[config.mk]
export PLATFORM = sky130hd
export DESIGN_NAME = nsc_node_update
export DESIGN_NICKNAME = d
export VERILOG_FILES = /design/src/rtl/nsc_pkg.sv /design/src/rtl/nsc_gate.sv /design/src/rtl/nsc_tree.sv /design/src/rtl/nsc_clamp.sv /design/src/rtl/nsc_node_update.sv
export SDC_FILE = /design/constraint.sdc
export NUM_CORES = 1
export LEC_CHECK = 0
export BUFFER_PORTS_ARGS = -buffer_cell sky130_fd_sc_hd__buf_4
export CORE_UTILIZATION = 35
export CTS_CLUSTER_DIAMETER = 60
export CTS_CLUSTER_SIZE = 20
export DETAILED_ROUTE_END_ITERATION = 12
export PLACE_DENSITY = 0.6
export SYNTH_ARGS = -nofsm -noshare
export SYNTH_HDL_FRONTEND = slang
export SYNTH_SLANG_ARGS = --single-unit
[constraint.sdc]
create_clock -name clk -period 7.1 [get_ports clk]
set_input_delay 0 -clock clk [delete_from_list [all_inputs] [get_ports clk]]
set_output_delay 0 -clock clk [all_outputs]
set_load 0.02 [all_outputs]
[src/rtl/nsc_pkg.sv]
package nsc_pkg;

   // Smallest power of two that is >= n (n >= 1).
   function automatic int unsigned pow2_ceil(input int unsigned n);
      int unsigned p;
      p = 1;
      while (p < n) p = p << 1;
      return p;
   endfunction

   // Number of bits needed to hold the sum of n operands of width w.
   function automatic int unsigned sum_width(input int unsigned w, input int unsigned n);
      return w + $clog2(n);
   endfunction

endpackage

[src/rtl/nsc_gate.sv]
module nsc_gate #(
   parameter int unsigned N_TERMS = 22,
   parameter int unsigned W_IN    = 9,
   parameter int unsigned W_ACC   = 14,
   parameter int unsigned LEAVES  = 32
) (
   input  logic [N_TERMS-1:0][W_IN-1:0] weight_i,
   input  logic [N_TERMS-1:0]           sel_i,
   input  logic [W_IN-1:0]              bias_i,
   output logic [LEAVES-1:0][W_ACC-1:0] leaf_o
);
   localparam int unsigned EXT = W_ACC - W_IN;

   initial begin
      assert (LEAVES >= N_TERMS + 1)
         else $error("nsc_gate: LEAVES too small for terms plus bias");
      assert (W_ACC > W_IN)
         else $error("nsc_gate: accumulator must be wider than operands");
   end

   // One leaf per slot: gated weights, then the bias, then zero padding.
   for (genvar g = 0; g < LEAVES; g++) begin : g_leaf
      if (g < N_TERMS) begin : g_term
         assign leaf_o[g] = {{EXT{weight_i[g][W_IN-1]}}, weight_i[g]} & {W_ACC{sel_i[g]}};
      end else if (g == N_TERMS) begin : g_bias
         assign leaf_o[g] = {{EXT{bias_i[W_IN-1]}}, bias_i};
      end else begin : g_pad
         assign leaf_o[g] = '0;
      end
   end

endmodule

[src/rtl/nsc_tree.sv]
module nsc_tree #(
   parameter int unsigned LEAVES = 32,
   parameter int unsigned W_ACC  = 14
) (
   input  logic [LEAVES-1:0][W_ACC-1:0] leaf_i,
   output logic [W_ACC-1:0]             sum_o
);
   localparam int unsigned NODES = 2 * LEAVES - 1;

   initial begin
      assert ((LEAVES & (LEAVES - 1)) == 0 && LEAVES >= 2)
         else $error("nsc_tree: LEAVES must be a power of two >= 2");
   end

   // Heap layout: node k has children 2k+1 and 2k+2, leaves at the tail.
   logic [W_ACC-1:0] heap [NODES];

   always_comb begin
      for (int i = 0; i < int'(LEAVES); i++) begin
         heap[int'(LEAVES) - 1 + i] = leaf_i[i];
      end
      for (int k = int'(LEAVES) - 2; k >= 0; k--) begin
         heap[k] = heap[2*k + 1] + heap[2*k + 2];
      end
   end

   assign sum_o = heap[0];

endmodule

[src/rtl/nsc_clamp.sv]
module nsc_clamp #(
   parameter int unsigned W_IN  = 9,
   parameter int unsigned W_ACC = 14
) (
   input  logic [W_ACC-1:0] sum_i,
   output logic [W_IN-1:0]  val_o
);
   localparam logic signed [W_ACC-1:0] HI_LIM = W_ACC'((1 << (W_IN - 1)) - 1);
   localparam logic signed [W_ACC-1:0] LO_LIM = -HI_LIM - W_ACC'(1);
   localparam logic [W_IN-1:0] HI_CODE = {1'b0, {(W_IN-1){1'b1}}};
   localparam logic [W_IN-1:0] LO_CODE = {1'b1, {(W_IN-1){1'b0}}};

   logic signed [W_ACC-1:0] s;
   assign s = $signed(sum_i);

   always_comb begin
      if (s > HI_LIM)      val_o = HI_CODE;
      else if (s < LO_LIM) val_o = LO_CODE;
      else                 val_o = sum_i[W_IN-1:0];
   end

endmodule

[src/rtl/nsc_node_update.sv]
module nsc_node_update #(
   parameter int unsigned N_TERMS = 22,
   parameter int unsigned W_IN    = 9,
   parameter int unsigned W_ACC   = 14,
   parameter bit          REG_OUT = 1'b1
) (
   input  logic                         clk,
   input  logic                         rst,
   input  logic [N_TERMS-1:0][W_IN-1:0] weight_i,
   input  logic [N_TERMS-1:0]           sel_i,
   input  logic [W_IN-1:0]              bias_i,
   output logic [W_IN-1:0]              node_o
);
   import nsc_pkg::*;

   localparam int unsigned LEAVES = pow2_ceil(N_TERMS + 1);
   localparam int unsigned EXT    = W_ACC - W_IN;
   localparam logic signed [W_ACC-1:0] HI_LIM = W_ACC'((1 << (W_IN - 1)) - 1);
   localparam logic signed [W_ACC-1:0] LO_LIM = -HI_LIM - W_ACC'(1);

   initial begin
      assert (N_TERMS >= 1) else $error("nsc_node_update: need at least one term");
      assert (W_ACC >= sum_width(W_IN, N_TERMS + 1))
         else $error("nsc_node_update: W_ACC cannot hold the exact sum");
   end

   logic [LEAVES-1:0][W_ACC-1:0] leaf_w;
   logic [W_ACC-1:0]             sum_w;
   logic [W_IN-1:0]              val_w;

   nsc_gate #(.N_TERMS(N_TERMS), .W_IN(W_IN), .W_ACC(W_ACC), .LEAVES(LEAVES)) u_gate (
      .weight_i (weight_i),
      .sel_i    (sel_i),
      .bias_i   (bias_i),
      .leaf_o   (leaf_w)
   );

   nsc_tree #(.LEAVES(LEAVES), .W_ACC(W_ACC)) u_tree (
      .leaf_i (leaf_w),
      .sum_o  (sum_w)
   );

   nsc_clamp #(.W_IN(W_IN), .W_ACC(W_ACC)) u_clamp (
      .sum_i (sum_w),
      .val_o (val_w)
   );

   // Clamp against tree sum.
   p_pos_clamp_r4: assert property (@(posedge clk) disable iff (rst)
      ($signed(sum_w) > HI_LIM) |-> (val_w == {1'b0, {(W_IN-1){1'b1}}}));
   p_neg_clamp_r5: assert property (@(posedge clk) disable iff (rst)
      ($signed(sum_w) < LO_LIM) |-> (val_w == {1'b1, {(W_IN-1){1'b0}}}));
   p_in_range_r6: assert property (@(posedge clk) disable iff (rst)
      (($signed(sum_w) <= HI_LIM) && ($signed(sum_w) >= LO_LIM)) |-> (val_w == sum_w[W_IN-1:0]));
   // Masked weights vanish: only the bias remains.
   p_gate_bias_r1: assert property (@(posedge clk) disable iff (rst)
      (sel_i == '0) |-> (sum_w == {{EXT{bias_i[W_IN-1]}}, bias_i}));

   if (REG_OUT) begin : g_reg
      logic [W_IN-1:0] q;
      always_ff @(posedge clk) begin
         if (rst) q <= '0;
         else     q <= val_w;
      end
      assign node_o = q;

      p_reg_track_r7: assert property (@(posedge clk) disable iff (rst)
         $past(!rst) |-> (node_o == $past(val_w)));
   end else begin : g_comb
      assign node_o = val_w;

      p_comb_follow_r8: assert property (@(posedge clk) disable iff (rst)
         node_o == val_w);
   end

endmodule

; After elaboration in Yosys (flattened, before gate mapping)
; Index checks and enable logic that the tools add are counted.
[classes]
n_addsub = 22
n_lt_le_gt_ge = 2
mux = 2
n_bitwise = 22
reduce_logical = 1
[ops]
columns = operator, count
row1 = 14-bit adder, 22
row2 = 14-bit AND, 22
row3 = "14-bit by 9-bit > comparator with 1-bit output, second input constant", 1
row4 = "14-bit by 9-bit less-than comparator with 1-bit output, second input constant", 1
row5 = 9-bit two-way mux, 1
row6 = 8-bit two-way mux, 1
row7 = 2-bit OR reduction, 1
[word_totals]
ff_bits = 9
word_cells = 51

; Depth between registers and ports, before layout
; Gate-level depths: netlist of the first run.
[depth]
word_depth = 9
mapped_depth = 25

; By module
; A second synthesis of the first run with hierarchy kept.
[hier_totals]
cells_unflattened = 1426
area_unflattened_um2 = 13576.8
[modules_own_cells]
columns = mod, n_inst, cells_per_inst, area_each_um2
row1 = nsc_tree, 1, 944, 10114.7
row2 = nsc_gate, 1, 449, 3119.2
row3 = nsc_node_update, 1, 18, 236.5
row4 = nsc_clamp, 1, 15, 106.4

; Least setup slack after synthesis of the first run
; No wires, ideal clock.
[synth_timing]
path_type = input port to flip-flop
startpoint = input port sel_i[19]
endpoint = register g_reg.q[0], in the netlist node_o[0]
setup_ns = 0.136
arrival_ns = 5.871
setup_slack_ns = 1.093
stages = 20
path_buffers = 1
path_cell_list = clkbuf_1 > nand2_1 > fa_1 > fa_1 > fa_1 > inv_1 > fa_1 > fa_1 > inv_1 > fa_1 > fa_1 > inv_1 > ha_1 > fa_1 > a21oi_1 > o211ai_2 > o311ai_1 > nor2_2 > o32ai_4 > a31oi_1
[synth_between]
elab_chain_cells = 8
[synth_rtl]
columns = element, line_no
row1 = start: declaration, nsc_node_update.sv:10  ; input logic [N_TERMS-1:0] sel_i,
row2 = 14-bit AND *, nsc_gate.sv:24  ; assign leaf_o[g] = {{EXT{weight_i[g][W_IN-1]}}, weight_i[g]} & {W_ACC{sel_i[g]}};
row3 = 14-bit adder * (4 in series), nsc_tree.sv:23  ; heap[k] = heap[2*k + 1] + heap[2*k + 2];
row4 = 14-bit by 9-bit less-than comparator with 1-bit output, nsc_clamp.sv:18  ; else if (s < LO_LIM) val_o = LO_CODE;
row5 = 9-bit two-way mux, nsc_clamp.sv:18
row6 = 8-bit two-way mux *, nsc_clamp.sv:17  ; if (s > HI_LIM) val_o = HI_CODE;
row7 = end signal: assignment, nsc_node_update.sv:63  ; else q <= val_w;
row8 = end: declaration, nsc_node_update.sv:60  ; logic [W_IN-1:0] q;
; Every way passes the cells marked *; elsewhere a longest branch is shown, timed or not.
; A chain may end at the register's enable or synchronous reset.

; Final worst setup path of the first run
[layout_timing]
startpoint = input port sel_i[16]
endpoint = register g_reg.q[0], in the netlist node_o[0]
; Same word-level chain as after synthesis.

==> results.toml, run 1 <==
[status]
outcome = "finished, final reports clean"

[logic_synthesis]
synth_flop_cell = "dfxtp_1"
yosysSeqAreaShare_pct = 2.499
yosysTopAreaCell = "fa_1"
synth_top_area_share_pct = 56.64
syn_nets = 1236
synth_enable_flop_cells = 0
ys_types = 46
syn_area_per_cell_sq_um = 9.280
syn-cell-area_sq_mm = 0.007211
ys_ff_latch = 9
synthArstFlopShare_pct = 0
syn_inst = 777
synth_area_leaders = "fa_1 57%, inv_1 11%, and2_1 7.3%"
synth_warnings = 0

[layout]
area_delta_synth_final_pct = 29.26
num-nets-final = 1458
layout_commonest_cell = "buf_4"
final_cell_mix = "239 x buf_4, 209 x inv_1, 204 x fa_1"
largest_reg_flops = 9
drive_gt1_share_pct = 26.05
diodes = 0

[clock_tree]
post-cts-setup-buffers = 0
cts.sinks = 9
tritoncts = "yes"
clk_pin_slew_ns = 0.04
htree_levels = 1
cts_root_buf = "clkbuf_16"
cts_resized = 0
cts_hold_buf = 0
cts_buffer_depth = 2
numCtsBuffers = 3

[route]
drt-initial-drc-count = 231
wl_per_cell_um = 15.24
drtPass1Iterations = 4
dr_total_vias = 5758
postRouteAntennaNets = 0
wirelength_mm = 19.32
remaining_drc_errors = 0
viasPerCell = 4.541

[sta]
finalHoldViolCount = 0
period_share_pct = 86.85
final-max-slew-violation-count = 0
finalSetupViolCount = 0
max_slew_margin_pct = 58.60
tns_ns = 0
period_minus_slack_ns = 6.166
worst_pin_slew_ns = 0.6210
fmax_ghz = 0.1622
rsz0062_at_grt = "false"

[placed_design]
dp_hpwl_mm = 18.18
place_congestion = 0.8377
port_buffers = 239

[global_routing]
grt.overflow.total = 0
grt_pass1_vias = 6376
groute.usage.overall_pct = 19.02
grt_antenna_before_repair = 0
grt_pass1_wl_mm = 31.48
grt_max_degree = 12

[worst_setup_path]
start_kind = "primary input"
cp.arrival_ns = 6.26
cp.required_ns = 7.19
crit_type = "in -> reg"
worstPathMaxFanout = 9
crit_path_end_kind = "flip-flop"

[die]
initial_core_util_pct = 35.64
chipHeight_um = 145.5
rows = 52
die_x_um = 145.5
die_area_sq_mm = 0.02118
ios = 240
core-area_sq_mm = 0.02023

[flow_run]
cap_viol_max_count = 0

[min_path]
worstHoldPathType = "in -> reg"
## through the flow
step | area [sq um] | hold WS [ns] | instances | worst slack (ns) | utilization [%]
2_1_floorplan | 7211 | 0.2351 | 777 | 1.093 | -
3_3_place_gp | 9241 | 0.2542 | 1264 | 0.8435 | 45.67
3_5_place_dp | 9241 | 0.2613 | 1264 | 0.7192 | 45.67
4_1_cts | 9320 | 0.02045 | 1268 | 0.9385 | 46.06
5_1_grt | 9320 | 0.03284 | 1268 | 0.6369 | 46.06
6_report | 9320 | 0.02407 | 1268 | 0.9337 | 46.06
## worst max-delay path, stage by stage
cell      delay (ns)
buf_4           0.15
and2_1          0.16
fa_1            0.52
fa_1            0.52
inv_1           0.05
fa_1            0.47
inv_1           0.05
fa_1            0.48
fa_1            0.56
inv_1           0.05
fa_1            0.44
fa_1            0.49
inv_1           0.04
ha_1            0.22
fa_1            0.49
a21oi_1         0.24
o211ai_2        0.15
o311ai_1        0.39
nor2_2          0.20
o32ai_4         0.41
a31oi_1         0.15
## Yosys cell counts, types with 2 or more instances
master and n:
a21oi_2 2, buf_2 3, o21ai_1 3, a31oi_1 13, inv_1 209, and3_1 3, o21a_1 2, a21oi_1 6
nand4_1 9, nor3_1 5, o311ai_1 2, nand2_1 117, nor2_1 7, clkbuf_1 17, o211ai_2 2, o211ai_1 3
nor2_2 2, buf_6 2, xnor2_1 9, ha_1 24, fa_1 204, xor2_1 3, nand3_1 4, a31o_2 2
and2_1 84, o22ai_1 8, dfxtp_1 9, o21ai_0 5
## routing by layer
metal,GRT usage (%),wire length [um]
met1,25.23,8074
met2,34.35,9925
met3,1.787,1025
met4,2.789,294
met5,0,0
## cells by family (layout without fill, tap and decap cells)
kind of cell	after synthesis	in the layout	share of synthesized area [%]
AND/OR/NAND/NOR	238	238	16.54
buffers and inverters	232	453	12.34
XOR/XNOR	12	12	1.458
adder cells (fa/ha/maj)	228	228	60.80
AO/OA/AOI/OAI	58	58	6.368
flip-flops	9	9	2.499
## area by class of cell
class | instances | area, sq um
well taps | 270 | 337.8
clock buffers | 4 | 78.83
flip-flops and latches | 9 | 180.2
repair buffers | 239 | 1794
inverters | 210 | 788.3
multi-input cells | 536 | 6141
fillers | 2051 | 10910
## final timing paths
check	start	end	slack, ns	cells past startpoint
worst max-delay path	sel_i[16]	node_o[0]$_SDFF_PP0_	0.93	21
worst min-delay path	rst	node_o[2]$_SDFF_PP0_	0.02	2
Power of run 1 is left out: the tool's default activity adds up to more than one toggle a clock period on the data nets, which glitch-free logic cannot reach.
==> run 2, diff against run 1 <==
--- a/config.mk
+++ b/config.mk
@@ -6,11 +6,11 @@
 export NUM_CORES = 1
 export LEC_CHECK = 0
 export BUFFER_PORTS_ARGS = -buffer_cell sky130_fd_sc_hd__buf_4
-export CORE_UTILIZATION = 35
+export CORE_UTILIZATION = 54
 export CTS_CLUSTER_DIAMETER = 60
 export CTS_CLUSTER_SIZE = 20
 export DETAILED_ROUTE_END_ITERATION = 12
-export PLACE_DENSITY = 0.6
+export PLACE_DENSITY = 0.86
 export SYNTH_ARGS = -nofsm -noshare
 export SYNTH_HDL_FRONTEND = slang
 export SYNTH_SLANG_ARGS = --single-unit
==> run 2 against run 1 <==
Non-clock buffer count unchanged; design area fell by 1.3%; die area down 35%; critical endpoint is now node_o[5]$_SDFF_PP0_.
==> results.toml, run 2 (synthesized netlist as in run 1, its figures left out) <==
[flow_run]
cap_viol_max_count = 0

[die]
die_area_sq_mm = 0.01382
initial_core_util_pct = 56.22
chipHeight_um = 117.6
core-area_sq_mm = 0.01282
ios = 240
rows = 41
die_x_um = 117.6

[sta]
tns_ns = 0
period_minus_slack_ns = 6.134
fmax_ghz = 0.1630
rsz0062_at_grt = "false"
worst_slack_ns = 0.9660
finalHoldViolCount = 0
worst_pin_slew_ns = 0.6495
final-max-slew-violation-count = 0
period_share_pct = 86.39
max_slew_margin_pct = 56.70
finalSetupViolCount = 0

[clock_tree]
tritoncts = "yes"
cts_hold_buf = 0
cts_root_buf = "clkbuf_16"
cts_buffer_depth = 2
clk_pin_slew_ns = 0.04
htree_levels = 1
cts_resized = 0
post-cts-setup-buffers = 0
numCtsBuffers = 3
cts.sinks = 9

[global_routing]
grt_max_degree = 12
grt_pass1_wl_mm = 30.85
groute.usage.overall_pct = 28.49
grt_pass1_vias = 6467
grt_antenna_before_repair = 0
grt.overflow.total = 0

[layout]
area_delta_synth_final_pct = 27.56
drive_gt1_share_pct = 26.05
nFillCells = 996
postLayoutCoreUtil_pct = 71.72
layout_commonest_cell = "buf_4"
diodes = 0
num-nets-final = 1458
final_cell_mix = "239 x buf_4, 209 x inv_1, 204 x fa_1"
largest_reg_flops = 9

[worst_setup_path]
startpoint = "sel_i[16]"
cpPeakStageDelay_ns = 0.55
slowest_stage = "fa_1"
worstPathMaxFanout = 9
crit_top_cell = "fa_1"
cp.required_ns = 7.19
crit_path_end_kind = "flip-flop"
start_kind = "primary input"
crit_end = "node_o[5]$_SDFF_PP0_"
cp_cell_sequence = "buf_4 > and2_1 > fa_1 > fa_1 > inv_1 > fa_1 > inv_1 > fa_1 > fa_1 > inv_1 > fa_1 > fa_1 > inv_1 > ha_1 > fa_1 > a21oi_1 > o211ai_2 > o311ai_1 > nor2_2 > o32ai_4 > a31oi_1"
cp.arrival_ns = 6.23
crit_type = "in -> reg"

[route]
remaining_drc_errors = 0
postRouteAntennaNets = 0
drt-initial-drc-count = 363
viasPerCell = 5.130
dr_total_vias = 6002
drtPass1Iterations = 5
wirelength_mm = 18.70
wl_per_cell_um = 15.98

[min_path]
whs_path_depth = 2
worstHoldPathType = "in -> reg"

[placed_design]
dp_hpwl_mm = 17.34
place_congestion = 0.9549
pre_cts_slack_ns = 0.7224
port_buffers = 239

[status]
outcome = "finished, final reports clean"
==> run 2: cell counts in the layout (fill, tap and decap cells not counted) <==
Identical to the previous run, type by type.
==> run 2: critical path: cells and delay by family <==
family / cells / cell delay (ns)
adder cells (fa/ha/maj): 9 / 4.22
AO/OA/AOI/OAI: 5 / 1.30
AND/OR/NAND/NOR: 2 / 0.36
buffers and inverters: 5 / 0.35
==> run 2: per-layer routing <==
| metal | GRT usage, % | vias up | routed length [um] |
|---|---|---|---|
| li1 | - | 2711 | - |
| met3 | 4.457 | 33 | 1504 |
| met1 | 37.19 | 2971 | 6998 |
| met2 | 50.63 | 287 | 9845 |
| met5 | 0 | - | 0 |
| met4 | 5.128 | 0 | 348 |
==> run 2: cell type report <==
cell class              count  area, sq um  share of cell area (%)
clock buffers               4        78.83                  0.8570
inverters                 210        788.3                   8.570
multi-input cells         536         6141                   66.77
flip-flops and latches      9        180.2                   1.959
well taps                 172        215.2                   2.340
repair buffers            239         1794                   19.51
==> run 2: per-stage QoR <==
stage	cell area (sq um)	hold WS (ns)	std cells
2_1_floorplan	7211	0.2351	777
3_3_place_gp	9119	0.2530	1166
3_5_place_dp	9119	0.2640	1166
4_1_cts	9198	0.01747	1170
5_1_grt	9198	0.03347	1170
6_report	9198	0.02727	1170
==> run 2: worst min path at each step <==
| stage | start | end | slack (ns) |
|---|---|---|---|
| detailed placement | rst | node_o[1]$_SDFF_PP0_ | 0.26 |
| global placement | rst | node_o[7]$_SDFF_PP0_ | 0.25 |
| finish | rst | node_o[1]$_SDFF_PP0_ | 0.03 |
| global route | rst | node_o[2]$_SDFF_PP0_ | 0.03 |
| CTS | rst | node_o[1]$_SDFF_PP0_ | 0.02 |
| floorplan | rst | node_o[4]$_SDFF_PP0_ | 0.24 |
Power of run 2 is left out for the same reason.
